--- config.mk ---
export PLATFORM = sky130hd
export DESIGN_NAME = bip_err_counter
export DESIGN_NICKNAME = d
export VERILOG_FILES = /design/src/rtl/bip_ctr_pkg.sv /design/src/rtl/bip_lane_calc.sv /design/src/rtl/bip_rx_capture.sv /design/src/rtl/bip_mismatch.sv /design/src/rtl/bip_accum.sv /design/src/rtl/bip_err_counter.sv
export SDC_FILE = /design/constraint.sdc
export NUM_CORES = 1
export LEC_CHECK = 0
export BUFFER_PORTS_ARGS = -buffer_cell sky130_fd_sc_hd__clkbuf_2
export CORE_MARGIN = 2
export CORE_UTILIZATION = 30
export DETAILED_ROUTE_END_ITERATION = 16
export PLACE_DENSITY = 0.53
export RECOVER_POWER = 50
export SLEW_MARGIN = 20
export SYNTH_ARGS = -nofsm -noshare
export SYNTH_HDL_FRONTEND = slang
export SYNTH_SLANG_ARGS = --single-unit
--- constraint.sdc ---
create_clock -name clk -period 15.5 [get_ports clk]
set_input_delay 1.55 -clock clk [delete_from_list [all_inputs] [get_ports clk]]
set_output_delay 1.55 -clock clk [all_outputs]
set_load 0.05 [all_outputs]
--- src/rtl/bip_ctr_pkg.sv ---
package bip_ctr_pkg;

  // number of set bits in a word of up to 64 bits
  function automatic int unsigned ones64(input logic [63:0] v);
    int unsigned n;
    n = 0;
    for (int i = 0; i < 64; i++) begin
      if (v[i]) n++;
    end
    return n;
  endfunction

  // width of an index able to address n items (at least 1 bit)
  function automatic int unsigned idx_bits(input int unsigned n);
    return (n > 1) ? $clog2(n) : 1;
  endfunction

endpackage

--- src/rtl/bip_lane_calc.sv ---
module bip_lane_calc #(
  parameter int LANES  = 3,
  parameter int LANE_W = 8
) (
  input  logic                    clk,
  input  logic                    rst_n,
  input  logic                    frm_start,
  input  logic                    byte_vld,
  input  logic                    byte_cov,
  input  logic [LANE_W-1:0]       byte_in,
  output logic [LANES*LANE_W-1:0] prev_par
);
  localparam int BIP_W = LANES * LANE_W;
  localparam int LIX_W = bip_ctr_pkg::idx_bits(LANES);

  logic [BIP_W-1:0] run_par, run_nxt;
  logic [LIX_W-1:0] lane, lane_cur, lane_nxt;
  logic             hit;

  assign hit      = byte_vld && byte_cov;
  assign lane_cur = frm_start ? '0 : lane;

  // each lane restarts at frame start and folds in its share of covered bytes
  for (genvar g = 0; g < LANES; g++) begin : g_lane
    assign run_nxt[g*LANE_W +: LANE_W] =
      (frm_start ? '0 : run_par[g*LANE_W +: LANE_W]) ^
      ((hit && lane_cur == LIX_W'(g)) ? byte_in : '0);
  end

  always_comb begin
    lane_nxt = lane_cur;
    if (hit) lane_nxt = (lane_cur == LIX_W'(LANES-1)) ? '0 : lane_cur + 1'b1;
  end

  always_ff @(posedge clk) begin
    if (!rst_n) begin
      run_par  <= '0;
      lane     <= '0;
      prev_par <= '0;
    end else begin
      run_par <= run_nxt;
      lane    <= lane_nxt;
      if (frm_start) prev_par <= run_par;
    end
  end

  // a frame start with no covered byte leaves an all-zero running parity
  a_r2_restart: assert property (@(posedge clk) disable iff (!rst_n)
    frm_start && !hit |=> run_par == '0);

  // uncovered bytes never change the running parity
  a_r9_uncovered: assert property (@(posedge clk) disable iff (!rst_n)
    !frm_start && !hit |=> $stable(run_par));

endmodule

--- src/rtl/bip_rx_capture.sv ---
module bip_rx_capture #(
  parameter int LANES  = 3,
  parameter int LANE_W = 8
) (
  input  logic                                       clk,
  input  logic                                       rst_n,
  input  logic                                       byte_vld,
  input  logic                                       byte_bip,
  input  logic [bip_ctr_pkg::idx_bits(LANES)-1:0]    bip_sel,
  input  logic [LANE_W-1:0]                          byte_in,
  output logic [LANES*LANE_W-1:0]                    rx_par
);
  localparam int LIX_W = bip_ctr_pkg::idx_bits(LANES);

  logic take;
  assign take = byte_vld && byte_bip;

  for (genvar g = 0; g < LANES; g++) begin : g_rx
    always_ff @(posedge clk) begin
      if (!rst_n) rx_par[g*LANE_W +: LANE_W] <= '0;
      else if (take && bip_sel == LIX_W'(g)) rx_par[g*LANE_W +: LANE_W] <= byte_in;
    end
  end

  // a lane select beyond the last lane stores nothing
  a_r9_bad_sel: assert property (@(posedge clk) disable iff (!rst_n)
    take && (32'(bip_sel) >= 32'(LANES)) |=> $stable(rx_par));

endmodule

--- src/rtl/bip_mismatch.sv ---
module bip_mismatch #(
  parameter int BIP_W = 24,
  parameter int CNT_W = 5
) (
  input  logic             clk,
  input  logic             rst_n,
  input  logic             frm_start,
  input  logic [BIP_W-1:0] prev_par,
  input  logic [BIP_W-1:0] rx_par,
  output logic             err_v,
  output logic [CNT_W-1:0] err_cnt
);
  logic [1:0] starts;

  always_ff @(posedge clk) begin
    if (!rst_n) begin
      starts  <= '0;
      err_v   <= 1'b0;
      err_cnt <= '0;
    end else begin
      err_v <= 1'b0;
      if (frm_start) begin
        if (starts != 2'd2) starts <= starts + 2'd1;
        err_v   <= (starts == 2'd2);
        err_cnt <= CNT_W'(bip_ctr_pkg::ones64(64'(prev_par ^ rx_par)));
      end
    end
  end

  // a count is only offered right after a frame start
  a_r3_after_start: assert property (@(posedge clk) disable iff (!rst_n)
    err_v |-> $past(frm_start));

  // never more errors than parity bits
  a_r4_bound: assert property (@(posedge clk) disable iff (!rst_n)
    err_v |-> 32'(err_cnt) <= 32'(BIP_W));

endmodule

--- src/rtl/bip_accum.sv ---
module bip_accum #(
  parameter int ACC_W = 16,
  parameter int CNT_W = 5
) (
  input  logic             clk,
  input  logic             rst_n,
  input  logic             err_v,
  input  logic [CNT_W-1:0] err_cnt,
  input  logic             rd_stb,
  output logic             rd_valid,
  output logic [ACC_W-1:0] rd_count
);
  logic [ACC_W-1:0] acc, inc;

  function automatic logic [ACC_W-1:0] sat_add(input logic [ACC_W-1:0] a,
                                               input logic [ACC_W-1:0] b);
    logic [ACC_W:0] s;
    s = {1'b0, a} + {1'b0, b};
    return s[ACC_W] ? '1 : s[ACC_W-1:0];
  endfunction

  assign inc = err_v ? ACC_W'(err_cnt) : '0;

  always_ff @(posedge clk) begin
    if (!rst_n) begin
      acc      <= '0;
      rd_valid <= 1'b0;
      rd_count <= '0;
    end else begin
      rd_valid <= rd_stb;
      if (rd_stb) begin
        rd_count <= acc;
        acc      <= inc;
      end else begin
        acc <= sat_add(acc, inc);
      end
    end
  end

  // read returns the pre-edge total and pulses valid
  a_r6_read: assert property (@(posedge clk) disable iff (!rst_n)
    rd_stb |=> rd_valid && rd_count == $past(acc));

  // a plain read empties the total
  a_r6_clear: assert property (@(posedge clk) disable iff (!rst_n)
    rd_stb && !err_v |=> acc == '0);

  // a colliding count seeds the cleared total
  a_r7_seed: assert property (@(posedge clk) disable iff (!rst_n)
    rd_stb && err_v |=> acc == ACC_W'($past(err_cnt)));

  // without a read the total never decreases
  a_r8_no_wrap: assert property (@(posedge clk) disable iff (!rst_n)
    !rd_stb |=> acc >= $past(acc));

endmodule

--- src/rtl/bip_err_counter.sv ---
module bip_err_counter #(
  parameter int LANES  = 3,
  parameter int LANE_W = 8,
  parameter int ACC_W  = 16
) (
  input  logic                                    clk,
  input  logic                                    rst_n,
  input  logic                                    frm_start,
  input  logic                                    byte_vld,
  input  logic [LANE_W-1:0]                       byte_in,
  input  logic                                    byte_cov,
  input  logic                                    byte_bip,
  input  logic [bip_ctr_pkg::idx_bits(LANES)-1:0] bip_sel,
  input  logic                                    rd_stb,
  output logic                                    rd_valid,
  output logic [ACC_W-1:0]                        rd_count
);
  localparam int BIP_W = LANES * LANE_W;
  localparam int CNT_W = $clog2(BIP_W + 1);

  logic [BIP_W-1:0] prev_par, rx_par;
  logic             err_v;
  logic [CNT_W-1:0] err_cnt;

  bip_lane_calc #(.LANES(LANES), .LANE_W(LANE_W)) u_calc (
    .clk(clk), .rst_n(rst_n), .frm_start(frm_start), .byte_vld(byte_vld),
    .byte_cov(byte_cov), .byte_in(byte_in), .prev_par(prev_par));

  bip_rx_capture #(.LANES(LANES), .LANE_W(LANE_W)) u_rx (
    .clk(clk), .rst_n(rst_n), .byte_vld(byte_vld), .byte_bip(byte_bip),
    .bip_sel(bip_sel), .byte_in(byte_in), .rx_par(rx_par));

  bip_mismatch #(.BIP_W(BIP_W), .CNT_W(CNT_W)) u_cmp (
    .clk(clk), .rst_n(rst_n), .frm_start(frm_start), .prev_par(prev_par),
    .rx_par(rx_par), .err_v(err_v), .err_cnt(err_cnt));

  bip_accum #(.ACC_W(ACC_W), .CNT_W(CNT_W)) u_acc (
    .clk(clk), .rst_n(rst_n), .err_v(err_v), .err_cnt(err_cnt),
    .rd_stb(rd_stb), .rd_valid(rd_valid), .rd_count(rd_count));

  // a frame count reaches the total one edge after the frame start
  a_r5_add_latency: assert property (@(posedge clk) disable iff (!rst_n)
    err_v |-> $past(frm_start));

endmodule

# Word level (Yosys, flattened, before mapping)

Cells that the tools add are included.

$mul: 0
Add/subtract/negate cells: 66
Bitwise gates (word level): 4
$lt $le $gt $ge: 0
Reductions and logical operators: 12
Mux-type cells: 202
Shifts and indexed selects: 0
Divide/modulo/power cells: 0
Equal/unequal tests: 6

Operator list:

| cell                | number |
|---|---|
| $mux 5              | 190 |
| $add 5x1->5 const B | 63 |
| $mux 8              | 6 |
| $mux 16             | 2 |
| $xor 24x24->24      | 1 |
| $xor 8x8->8         | 3 |
| $add 16x16->17      | 1 |
| $logic_and 1x1->1   | 8 |
| $eq 2x2->1 const B  | 3 |
| $mux 2              | 3 |
| $add 2x1->2 const B | 2 |
| $eq 2x1->1 const B  | 2 |
| $logic_not 2->1     | 2 |
| $reduce_and 2->1    | 2 |
| $ne 2x2->1 const B  | 1 |
| $mux 1              | 1 |

Bits of input ports: 17
Logic and storage cells: 302
Bits in registers: 115
Memories kept: 0
Bits in latches: 0
Output and inout bits: 17
ROM bits: 0
Memory bits (writable): 0

# Depth between registers and ports, before layout

Gate-level depths: netlist of the first run.

Depth after elaboration: 254
Mapped depth: 71
Mapped depth without buffers: 71

# By module

Synthesis of the first run repeated with hierarchy kept, for this count alone.

Cell total of the unflattened synthesis: 1013
Area, all modules: 9123.8 um^2

Modules (own cells, without submodules):

| module         | cells an instance | times used | area each (um^2) | seq. area each (um^2) |
|---|---|---|---|---|
| bip_mismatch   | 514               | 1          | 4106.4           | 160.2 |
| bip_lane_calc  | 242               | 1          | 2392.3           | 1001.0 |
| bip_accum      | 168               | 1          | 1709.1           | 660.6 |
| bip_rx_capture | 89                | 1          | 915.9            | 480.5 |

# Worst setup path before layout of the first run

OpenSTA, ideal clock, no wires.

Path kind: reg-to-reg
Start point: register u_rx.rx_par[0]
End point: register u_cmp.err_cnt[4]
Arrival time: 11.461 ns
Path buffers: 0
Period minus slack after synthesis: 11.581 ns
Setup time: 0.121 ns
Cell stages (with the launch flop): 69
Path slack: 3.919 ns
Data required time: 15.379 ns
Cell sequence: dfxtp_1 > xor2_1 > inv_1 > ha_1 > xnor3_1 > inv_1 > ha_1 > xnor2_1 > nor3_1 > a31oi_1 > nand2_1 > ha_1 > o221ai_1 > o21ba_2 > o21ai_1 > or3b_2 > nand2_1 > ha_1 > [33 not listed] > a21oi_1 > ha_1 > nand2_1 > nand2_1 > a31o_2 > xor2_1 > nand2_1 > o21ai_0 > ha_1 > nand2_1 > nor3_1 > a21oi_1 > o21ai_0 > o31ai_1 > xnor2_1 > nand2_1 > or4_1 > nor4bb_1

Cells in the longest elaborated chain, start to end: 254

Ends and longest elaborated chain:

| what                              | line                 | text |
|---|---|---|
| from (decl)                       | bip_rx_capture.sv:11 | `output logic [LANES*LANE_W-1:0] rx_par` |
| from (signal, indexed assignment) | bip_rx_capture.sv:21 | `else if (take && bip_sel == LIX_W'(g)) rx_par[g*LANE_W +: LANE_W] <= byte_in;` |
| $xor 24x24->24 *                  | bip_mismatch.sv:25   | `err_cnt <= CNT_W'(bip_ctr_pkg::ones64(64'(prev_par ^ rx_par)));` |
| $mux 1 *                          | bip_ctr_pkg.sv:8     | `if (v[i]) n++;` |
| $mux 5 *                          | bip_mismatch.sv:22   | `if (frm_start) begin` |
| $mux 5 *                          | bip_mismatch.sv:16   | `if (!rst_n) begin` |
| $add 5x1->5                       | bip_ctr_pkg.sv:8     |  |
| $mux 5 *                          | bip_ctr_pkg.sv:8     |  |
| $mux 5 *                          | bip_mismatch.sv:22   |  |
| $mux 5 *                          | bip_mismatch.sv:16   |  |
| [238 not listed]                  | -                    |  |
| $mux 5 *                          | bip_mismatch.sv:22   |  |
| $mux 5 *                          | bip_mismatch.sv:16   |  |
| $add 5x1->5                       | bip_ctr_pkg.sv:8     |  |
| $mux 5 *                          | bip_ctr_pkg.sv:8     |  |
| $mux 5 *                          | bip_mismatch.sv:22   |  |
| $mux 5 *                          | bip_mismatch.sv:16   |  |
| $add 5x1->5                       | bip_ctr_pkg.sv:8     |  |
| $mux 5 *                          | bip_ctr_pkg.sv:8     |  |
| to (signal assigned)              | bip_mismatch.sv:25   |  |
| to (decl)                         | bip_mismatch.sv:11   | `output logic [CNT_W-1:0] err_cnt` |

Every way passes the cells marked *; elsewhere a longest branch is shown, timed or not. The select of a mux whose other input is x is not followed.
A chain may end at the register's enable or synchronous reset.

# Worst setup path in the final report of the first run

Same ends and word-level chain as after synthesis.

==> impl_metrics.yaml, run 1 <==
sta:
  finalSetupTns_ns: 0
  slew_headroom: -1.31
  finalHoldViolations: 0
  finalSetupViolations: 0
  clock_skew_ns: 0.00868
  tightest_slew_ns: 3.46
  grt_setup_unrepaired: "false"
  fmax_mhz: 77.4
  period_share: 0.834
  drv_slew: 102
  period_needed_ns: 12.92
power:
  power_density_nw_per_um2: 102
  peakVddDrop_uv: 80.0
  leakagePower_uw: 0.00360
outcome:
  outcome: "finished, violations left"
  failed_checks: "capacitance limit, slew limit"
hold_path:
  hold_path.class: "register to register"
flow_run:
  drv_cap: 1
grt:
  grt_pass1_vias: 6266
  grt_max_degree: 102
  antenna_found_initial: 0
  grt_pass1_wl_um: 31000
  grt_usage: 0.131
  grt.overflow.total: 0
drt:
  drtPass1Iterations: 5
  viasPerCell: 4.79
  drt_iter0_drc: 323
  vias: 6481
  drt-total-wl_um: 18000
  drc: 0
  antenna_left: 0
  wl_per_cell_um: 13.3
clocking:
  cts_hold_buffers: 0
  cts_tree: "done"
  htreeDepth: 4
  clkSlewWorstSetupHoldPaths_ns: 0.05
  cts_buffer_depth: 2
  root_buffer: "clkbuf_16"
  numCtsBuffers: 17
  cts_sinks: 115
  cts_setup_buffers: 0
  ctsResizeCount: 0
  clock_latency_ns: 0.41
logic_synthesis:
  synth-seq-cells: 115
  syn_area_per_cell_sq_um: 8.42
  synth_top_area_cell: "dfxtp_1"
  synth_edf_count: 0
  synth-seq-area-share: 0.282
  syn-cell-area_sq_um: 8160
  ys_top_cells_by_area: "dfxtp_1, xnor2_1, nand2_1"
  synth_top_area_frac: 0.282
  synth_cell_types: 70
  synthCells: 969
  ys_warn_count: 0
  ys.flop_type: "dfxtp_1"
  async_reset_ff_frac: 0
  syn_nets: 1016
placed_design:
  place.port_buffers: 33
  dp_hpwl_um: 13300
  placedCellCount: 1320
  place.gp.congestion: 0.760
floorplanning:
  start_util: 0.304
  core-area_sq_um: 26800
  die_w_um: 169
  design.die.area_sq_um: 28500
  fp.dieH_um: 169
  rows: 60
  ios: 34
setup_path:
  cp.required_ns: 15.78
  r2r-start: "u_rx.rx_par[0]$_SDFFE_PN0P_"
  worstReg2RegEnd: "u_cmp.err_cnt[4]$_SDFFE_PN0P_"
  start_kind: "register"
  ff2ff_path_depth: 68
  cpMostUsedCell: "nand2_1"
  path_max_fanout: 6
  critPathKind: "register to register"
  critical-path-max-stage-delay_ns: 0.48
  r2r_setup_slack_ns: 2.58
  cp.arrival_ns: 13.20
  cpMaxStageDelayCell: "or3b_2"
  cp-end-kind: "register"
  setup.worst_path.end: "u_cmp.err_cnt[4]$_SDFFE_PN0P_"
  startpoint: "u_rx.rx_par[0]$_SDFFE_PN0P_"
cells_and_area:
  stdcell_count: 1352
  syn_to_final_growth_pct: 13.8
  final_util: 0.346
  drive_above_1_share: 0.0712
  diodes: 0
  nets: 1045
routing by layer:
layer / GRT usage / up-vias / wire length [um] / part of all wire
met2: 0.219 / 76 / 8260 / 0.46
met1: 0.176 / 2990 / 9140 / 0.51
met3: 0.0215 / 13 / 467 / 0.026
li1: - / 3402 / - / -
met4: 0.0360 / 0 / 157 / 0.0087
met5: 0 / - / 0 / 0
per-stage QoR:
step / power, uW / setup WS [ns] / area (sq um) / hold slack (ns)
5_1_grt: 994 / 1.28 / 9280 / 0.506
3_5_place_dp: 535 / 2.74 / 8670 / 0.471
2_1_floorplan: 496 / 3.92 / 8160 / 0.435
4_1_cts: 953 / 2.71 / 9310 / 0.478
6_report: 944 / 2.58 / 9280 / 0.479
3_3_place_gp: 535 / 3.06 / 8670 / 0.465
placed cells by master, fill, tap and decap left out, types with 17 or more instances in the layout:
| cell | count |
|---|---|
| nand2_1 | 143 |
| dfxtp_1 | 115 |
| xnor2_1 | 107 |
| nor2b_1 | 74 |
| mux2i_1 | 51 |
| nor2_1 | 49 |
| xor2_1 | 43 |
| a21oi_1 | 42 |
| and2_1 | 36 |
| ha_1 | 29 |
| o21ai_0 | 26 |
| a21boi_0 | 25 |
| nand3_1 | 22 |
| nor3_1 | 21 |
| inv_1 | 19 |
| clkbuf_16 | 17 |
| clkbuf_2 | 17 |
| clkbuf_1 | 17 |
cell families after synthesis:
| kind of cell | count (synthesis) | share of synthesized area |
|---|---|---|
| flops | 115 | 0.282 |
| compound gates | 161 | 0.130 |
| simple gates | 398 | 0.246 |
| xor+xnor | 168 | 0.210 |
| fa+ha+maj | 30 | 0.0469 |
| mux | 51 | 0.0626 |
| buf+inv | 46 | 0.0224 |
sequential cells by signal (all words and copies together), names as in the netlist:
name and count:
u_acc.acc 16, u_acc.rd_count 16, u_acc.rd_valid 1, u_calc.lane 2, u_calc.prev_par 24, u_calc.run_par 24
u_cmp.err_cnt 5, u_cmp.err_v 1, u_cmp.starts 2, u_rx.rx_par 24
final cells by class:
type | count | area, sq um
flip-flops and latches | 115 | 2300
repair buffers | 36 | 164
clock inverters | 13 | 181
inverters | 20 | 77.6
well taps | 341 | 427
fillers | 2784 | 17500
multi-input cells | 808 | 5680
clock buffers | 19 | 453
cell usage after synthesis, types with 7 or more instances:
cell and n:
nand2_1 143, dfxtp_1 115, xnor2_1 107, nor2b_1 74, mux2i_1 51, nor2_1 49, xor2_1 43, a21oi_1 42
and2_1 36, ha_1 29, o21ai_0 26, a21boi_0 25, clkbuf_1 22, nand3_1 22, nor3_1 21, inv_1 19
a31oi_1 10, xnor3_1 10, and3_1 8, o31ai_1 8, a21o_1 7
report_power, final:
part | switching, uW | internal [uW] | total (uW)
logic | 128 | 96.3 | 224
registers | 4.25 | 301 | 306
clock network | 138 | 277 | 414
total | 270 | 675 | 944
how the worst min path moves through the flow:
stage,startpoint,endpoint,depth (start not counted)
finish,u_rx.rx_par[13]$_SDFFE_PN0P_,u_rx.rx_par[13]$_SDFFE_PN0P_,2
global route,u_rx.rx_par[13]$_SDFFE_PN0P_,u_rx.rx_par[13]$_SDFFE_PN0P_,2
CTS,u_rx.rx_par[13]$_SDFFE_PN0P_,u_rx.rx_par[13]$_SDFFE_PN0P_,2
detailed placement,u_rx.rx_par[13]$_SDFFE_PN0P_,u_rx.rx_par[13]$_SDFFE_PN0P_,2
global placement,u_rx.rx_par[13]$_SDFFE_PN0P_,u_rx.rx_par[13]$_SDFFE_PN0P_,2
floorplan,u_cmp.err_cnt[4]$_SDFFE_PN0P_,u_acc.acc[4]$_SDFF_PN0_,1
critical path, delay by kind of cell (launching register included):
kind / cells / cell delay (ns)
DFF: 1 / 0.34
muxes: 1 / 0.11
AOI/OAI and AO/OA: 20 / 4.01
xor gates and xnor gates: 10 / 2.19
buffers and inverters: 2 / 0.16
adders and majority gates: 11 / 3.12
and+or+nand+nor: 24 / 2.87
Power figures use the tool's default switching activity.
==> run 2, diff against run 1 <==
Settings changed: ABC_AREA from default to 1, PLACE_DENSITY 0.53 to 0.54.
Clock period 15.5 ns to 10.4 ns, I/O delays scaled along.
==> run 2 against run 1 <==
The flow still finishes with violations (capacitance limit, slew limit). Register-to-register slack lost 2.0 ns. Clock power grew 45%. Power grew 82%. Routed wire length grew 2.0%. Setup slack lost 2.0 ns. Critical path depth grew 7. First-iteration DRC count grew 22%. Cell count grew 27%. Sequential cell count is the same. Global-route usage grew 0.14 points.
==> impl_metrics.yaml, run 2 <==
outcome:
  outcome: "finished, violations left"
  failed_checks: "capacitance limit, slew limit"
logic_synthesis:
  syn-cell-area_sq_um: 7950
  ys_top_cells_by_area: "dfxtp_1, nand2_1, inv_1"
  syn_area_per_cell_sq_um: 6.22
  async_reset_ff_frac: 0
  syn_nets: 1326
  synth_top_area_cell: "dfxtp_1"
  ys.flop_type: "dfxtp_1"
  synth-seq-area-share: 0.290
  ys_warn_count: 0
  synth_cell_types: 40
  synthCells: 1279
  synth-seq-cells: 115
  synth_common_cells: "nand2_1, inv_1, nor2_1"
  synth_top_area_frac: 0.290
  synth_most_common_cell: "nand2_1"
  synth_edf_count: 0
setup_path:
  ff2ff_path_depth: 75
  cp.arrival_ns: 10.06
  cp-end-kind: "register"
  setup.worst_path.end: "u_cmp.err_cnt[2]$_SDFFE_PN0P_"
  path_max_fanout: 4
  worstReg2RegEnd: "u_cmp.err_cnt[2]$_SDFFE_PN0P_"
  start_kind: "register"
  cpMostUsedCell: "nand2_2"
  critPathKind: "register to register"
  path_buf_inv: 10
  r2r_setup_slack_ns: 0.62
  r2r-start: "u_rx.rx_par[1]$_SDFFE_PN0P_"
  cp.depth: 75
  startpoint: "u_rx.rx_par[1]$_SDFFE_PN0P_"
  cp.required_ns: 10.68
  critical-path-max-stage-delay_ns: 0.31
  path_delay_family: "simple AND/OR/NAND/NOR gates"
  cpMaxStageDelayCell: "dfxtp_1"
grt:
  grt_pass1_vias: 7145
  grt_usage: 0.133
  grt.overflow.total: 0
  grt_max_degree: 80
  antenna_found_initial: 0
  grt_pass1_wl_um: 31600
drt:
  drtPass1Iterations: 4
  drt-total-wl_um: 18400
  drc: 0
  vias: 7613
  viasPerCell: 4.44
  drt_iter0_drc: 394
  wl_per_cell_um: 10.7
  antenna_left: 0
placed_design:
  dp_hpwl_um: 13400
  placedCellCount: 1659
  place.port_buffers: 33
  placed_area_sq_um: 8690
  place.gp.congestion: 0.768
floorplanning:
  design.die.area_sq_um: 27800
  fp.dieH_um: 167
  core-area_sq_um: 26100
  start_util: 0.305
  rows: 59
  ios: 34
  die_w_um: 167
sta:
  finalHoldViolations: 0
  clock_skew_ns: 0.0101
  drv_slew: 80
  tightest_slew_ns: 2.76
  period_needed_ns: 9.78
  finalSetupViolations: 0
  slew_headroom: -0.838
  period_share: 0.940
  fmax_mhz: 102
clocking:
  root_buffer: "clkbuf_16"
  numCtsBuffers: 17
  clock_latency_ns: 0.41
  cts_tree: "done"
  cts_buffer_depth: 2
  cts_sinks: 115
  htreeDepth: 4
  cts_hold_buffers: 0
  clkSlewWorstSetupHoldPaths_ns: 0.05
cells_and_area:
  reg_top3: "u_calc.prev_par x24, u_calc.run_par x24, u_rx.rx_par x24"
  syn_to_final_growth_pct: 21.8
  final_util: 0.371
  stdcell_count: 1713
  nets: 1412
  diodes: 0
  drive_above_1_share: 0.197
  final_cell_mix: "nand2_1, inv_1, nor2_1"
  final_area_sq_um: 9680
  layout_commonest_cell: "nand2_1"
hold_path:
  hold_path.class: "register to register"
power:
  leakagePower_uw: 0.00489
  peakVddDrop_uv: 116
  power_density_nw_per_um2: 178
flow_run:
  drv_cap: 1
run 2: cell types whose count changed in the layout (fill, tap and decap cells not counted), sizes merged, moves of 36 or more:
cell	previous run	this run
o21ai	27	119
mux2i	51	0
and2	36	0
xnor2	112	4
nor2b	74	0
nor2	49	152
nand3	22	107
buf	2	54
inv	21	185
nand2	144	407
run 2: how the worst min path moves through the flow:
stage | endpoint | from | slack [ns] | cells after the start
CTS | u_acc.rd_count[5]$_SDFFE_PN0P_ | u_acc.rd_count[5]$_SDFFE_PN0P_ | 0.46 | 2
detailed placement | u_acc.rd_count[5]$_SDFFE_PN0P_ | u_acc.rd_count[5]$_SDFFE_PN0P_ | 0.44 | 2
finish | u_acc.rd_count[1]$_SDFFE_PN0P_ | u_acc.rd_count[1]$_SDFFE_PN0P_ | 0.45 | 2
global placement | u_acc.rd_count[1]$_SDFFE_PN0P_ | u_acc.rd_count[1]$_SDFFE_PN0P_ | 0.44 | 2
global route | u_acc.rd_count[14]$_SDFFE_PN0P_ | u_acc.rd_count[14]$_SDFFE_PN0P_ | 0.47 | 2
floorplan | u_rx.rx_par[0]$_SDFFE_PN0P_ | u_rx.rx_par[0]$_SDFFE_PN0P_ | 0.44 | 2
run 2: timing repair:
item	4_1_cts	5_1_grt
hold endpoints to repair	0	0
pin swaps	1	67
setup endpoints to repair	4	4
gates resized for setup	15	69
buffers inserted	3	19
run 2: power breakdown:
group	switching (uW)	internal [uW]	leakage (uW)	total, uW
logic	379	280	0.00365	659
clock network	199	401	0.000303	599
registers	9.20	456	0.000936	466
total	587	1140	0.00489	1720
run 2: per-layer routing:
metal	part of all wire	GRT usage
met1	0.51	0.176
met2	0.46	0.226
met3	0.021	0.0228
met4	0.0072	0.0281
met5	0	0
run 2: through the flow:
step | hold slack, ns | power, uW | worst slack [ns] | TNS [ns]
3_5_place_dp | 0.444 | 1020 | -0.218 | -0.533
4_1_cts | 0.459 | 1650 | 0.0155 | 0
6_report | 0.454 | 1720 | 0.620 | 0
5_1_grt | 0.471 | 1850 | -0.0824 | -0.134
2_1_floorplan | 0.444 | 885 | 0.367 | 0
3_3_place_gp | 0.441 | 1020 | -0.156 | -0.334
run 2: cell type report:
| class | instances | area [sq um] |
|---|---|---|
| timing repair buffer | 88 | 557 |
| tap | 335 | 419 |
| multi-input combinational | 956 | 5080 |
| clock buffer | 23 | 488 |
| fill | 2790 | 16400 |
| inverter | 187 | 704 |
| sequential | 115 | 2300 |
| clock inverter | 9 | 126 |
run 2: worst register-to-register path: cells and delay by family (launching register included):
family	cells	cell delay [ns]
adder cells (fa/ha/maj)	12	3.13
flip-flops	1	0.31
XOR/XNOR	4	0.48
buffers and inverters	10	0.67
AND/OR/NAND/NOR	35	3.48
AO/OA/AOI/OAI	14	1.60
run 2: logic make-up after synthesis:
| kind of cell | Yosys count | share of synthesized area |
|---|---|---|
| DFF | 115 | 0.290 |
| buffers and inverters | 208 | 0.0999 |
| xor gates and xnor gates | 17 | 0.0187 |
| AOI/OAI and AO/OA | 189 | 0.124 |
| adders and majority gates | 30 | 0.0482 |
| and+or+nand+nor | 720 | 0.419 |
==> run 3, diff against run 2 <==
Settings changed: PLACE_DENSITY 0.54 to 0.53.
Clock period 10.4 ns to 9.1 ns, I/O delays scaled along.
==> run 3 against run 2 <==
The flow finishes with violations (setup timing). Critical path depth up 3. Via count up 4.5%. Maximum frequency is 1.2% higher. Core utilization is 3.2 points higher. Setup slack worse by 1.2 ns. Hold slack gained 0.0020 ns. Count of clock-buffer cells in the layout is 1 higher. Die area unchanged. Non-clock buffer count is 71 higher. Global-route usage grew 0.18 points.
==> impl_metrics.yaml, run 3 (synthesized netlist as in run 2, its figures left out) <==
cells_and_area:
  multiInputGateArea_sq_um: 5320
  layout_commonest_cell: "nand2_1"
  syn_to_final_growth_pct: 32.3
  final_cell_mix: "nand2_1, inv_1, nor2_1"
  stdcell_count: 1784
  final_area_sq_um: 10500
  nets: 1483
  reg_top3: "u_calc.prev_par x24, u_calc.run_par x24, u_rx.rx_par x24"
  drive_above_1_share: 0.273
  fillers: 2687
  regArea_sq_um: 2310
  diodes: 0
floorplanning:
  design.die.area_sq_um: 27800
  ios: 34
  rows: 59
  fp.dieH_um: 167
  die_w_um: 167
  start_util: 0.305
  core-area_sq_um: 26100
clocking:
  htreeDepth: 4
  cts_tree: "done"
  root_buffer: "clkbuf_16"
  clock_latency_ns: 0.41
  cts_sinks: 115
  numCtsBuffers: 17
  cts_buffer_depth: 2
  clkSlewWorstSetupHoldPaths_ns: 0.05
outcome:
  failed_checks: "setup timing"
  outcome: "finished, violations left"
setup_path:
  setup.worst_path.end: "u_cmp.err_cnt[4]$_SDFFE_PN0P_"
  cpMaxStageDelayCell: "dfxtp_2"
  start_kind: "register"
  startpoint: "u_rx.rx_par[0]$_SDFFE_PN0P_"
  cp.arrival_ns: 9.97
  cpMostUsedCell: "nand2_1"
  cp-end-kind: "register"
  path_max_fanout: 4
  r2r-start: "u_rx.rx_par[0]$_SDFFE_PN0P_"
  critPathKind: "register to register"
  r2r_setup_slack_ns: -0.57
  worstReg2RegEnd: "u_cmp.err_cnt[4]$_SDFFE_PN0P_"
  path_delay_family: "simple AND/OR/NAND/NOR gates"
  ff2ff_path_depth: 78
  cp.depth: 78
  cp.required_ns: 9.40
  critical-path-max-stage-delay_ns: 0.32
  path_buf_inv: 10
power:
  peakVddDrop_uv: 169
  power_density_nw_per_um2: 215
  leakagePower_uw: 0.00533
drt:
  drt-total-wl_um: 19100
  wl_per_cell_um: 10.7
  vias: 7952
  viasPerCell: 4.46
  drt_iter0_drc: 372
  drtPass1Iterations: 5
  drc: 0
  antenna_left: 0
sta:
  finalSetupTns_ns: -2.09
  finalSetupViolations: 4
  fmax_mhz: 103
  clock_skew_ns: 0.00664
  drv_slew: 0
  tightest_slew_ns: 1.11
  layout_setup_ws_ns: -0.569
  hold_ws_ns: 0.456
  period_needed_ns: 9.67
  grt_setup_unrepaired: "true"
  period_share: 1.06
  slew_headroom: 0.257
  finalHoldViolations: 0
placed_design:
  placedCellCount: 1696
  place.port_buffers: 33
  place.gp.congestion: 0.787
  post-place-ws_ns: -0.941
  placed_area_sq_um: 9080
  dp_hpwl_um: 13500
grt:
  grt_pass1_wl_um: 32000
  grt_pass1_vias: 7167
  grt_max_degree: 80
  grt_usage: 0.135
  grt.overflow.total: 0
  antenna_found_initial: 0
flow_run:
  drv_cap: 0
hold_path:
  hold_path.class: "register to register"
[run 3: worst min path at each step]
stage                                                from                         endpoint  slack, ns  cells after the start
after global routing       u_acc.rd_count[1]$_SDFFE_PN0P_   u_acc.rd_count[1]$_SDFFE_PN0P_       0.49                      2
final                      u_acc.rd_count[8]$_SDFFE_PN0P_   u_acc.rd_count[8]$_SDFFE_PN0P_       0.46                      2
after floorplan               u_rx.rx_par[1]$_SDFFE_PN0P_      u_rx.rx_par[1]$_SDFFE_PN0P_       0.43                      2
after detailed placement  u_acc.rd_count[12]$_SDFFE_PN0P_  u_acc.rd_count[12]$_SDFFE_PN0P_       0.44                      2
after CTS                 u_acc.rd_count[12]$_SDFFE_PN0P_  u_acc.rd_count[12]$_SDFFE_PN0P_       0.46                      2
after global placement    u_acc.rd_count[12]$_SDFFE_PN0P_  u_acc.rd_count[12]$_SDFFE_PN0P_       0.44                      2
[run 3: final cells by class]
type,count,share of cell area
tap,335,0.0399
clock inverter,8,0.0163
clock buffer,24,0.0468
inverter,187,0.0672
sequential,115,0.219
timing repair buffer,159,0.105
multi-input combinational,956,0.506
[run 3: tightest hold or removal path: cells and delay by family, from the launching register on]
family / cells / cell delay, ns
simple gates: 1 / 0.05
compound gates: 1 / 0.06
flops: 1 / 0.32
[run 3: timing repair]
action	CTS	global route
pin swaps	52	50
hold buffers	0	0
gates resized for setup	25	84
buffers inserted	46	11
setup endpoints to repair	4	4
endpoints found under the hold margin	0	0
[run 3: metrics by stage]
stage          utilization  power, uW
2_1_floorplan            -       1040
3_3_place_gp         0.349       1260
3_5_place_dp         0.349       1260
4_1_cts              0.389       2150
5_1_grt              0.404       2410
6_report             0.404       2260
[run 3: per-layer routing]
metal / part of all wire / GRT usage / wire length (um) / up-vias
met5: 0 / 0 / 0 / -
met4: 0.0085 / 0.0281 / 163 / 0
met3: 0.031 / 0.0212 / 586 / 13
met2: 0.46 / 0.226 / 8730 / 104
met1: 0.50 / 0.183 / 9620 / 3480
li1: - / - / - / 4355
[run 3: power breakdown]
part           total, uW  internal (uW)  switching [uW]
Combinational        988            478             510
Sequential           532            522            10.5
Clock                740            515             225
Total               2260           1520             746
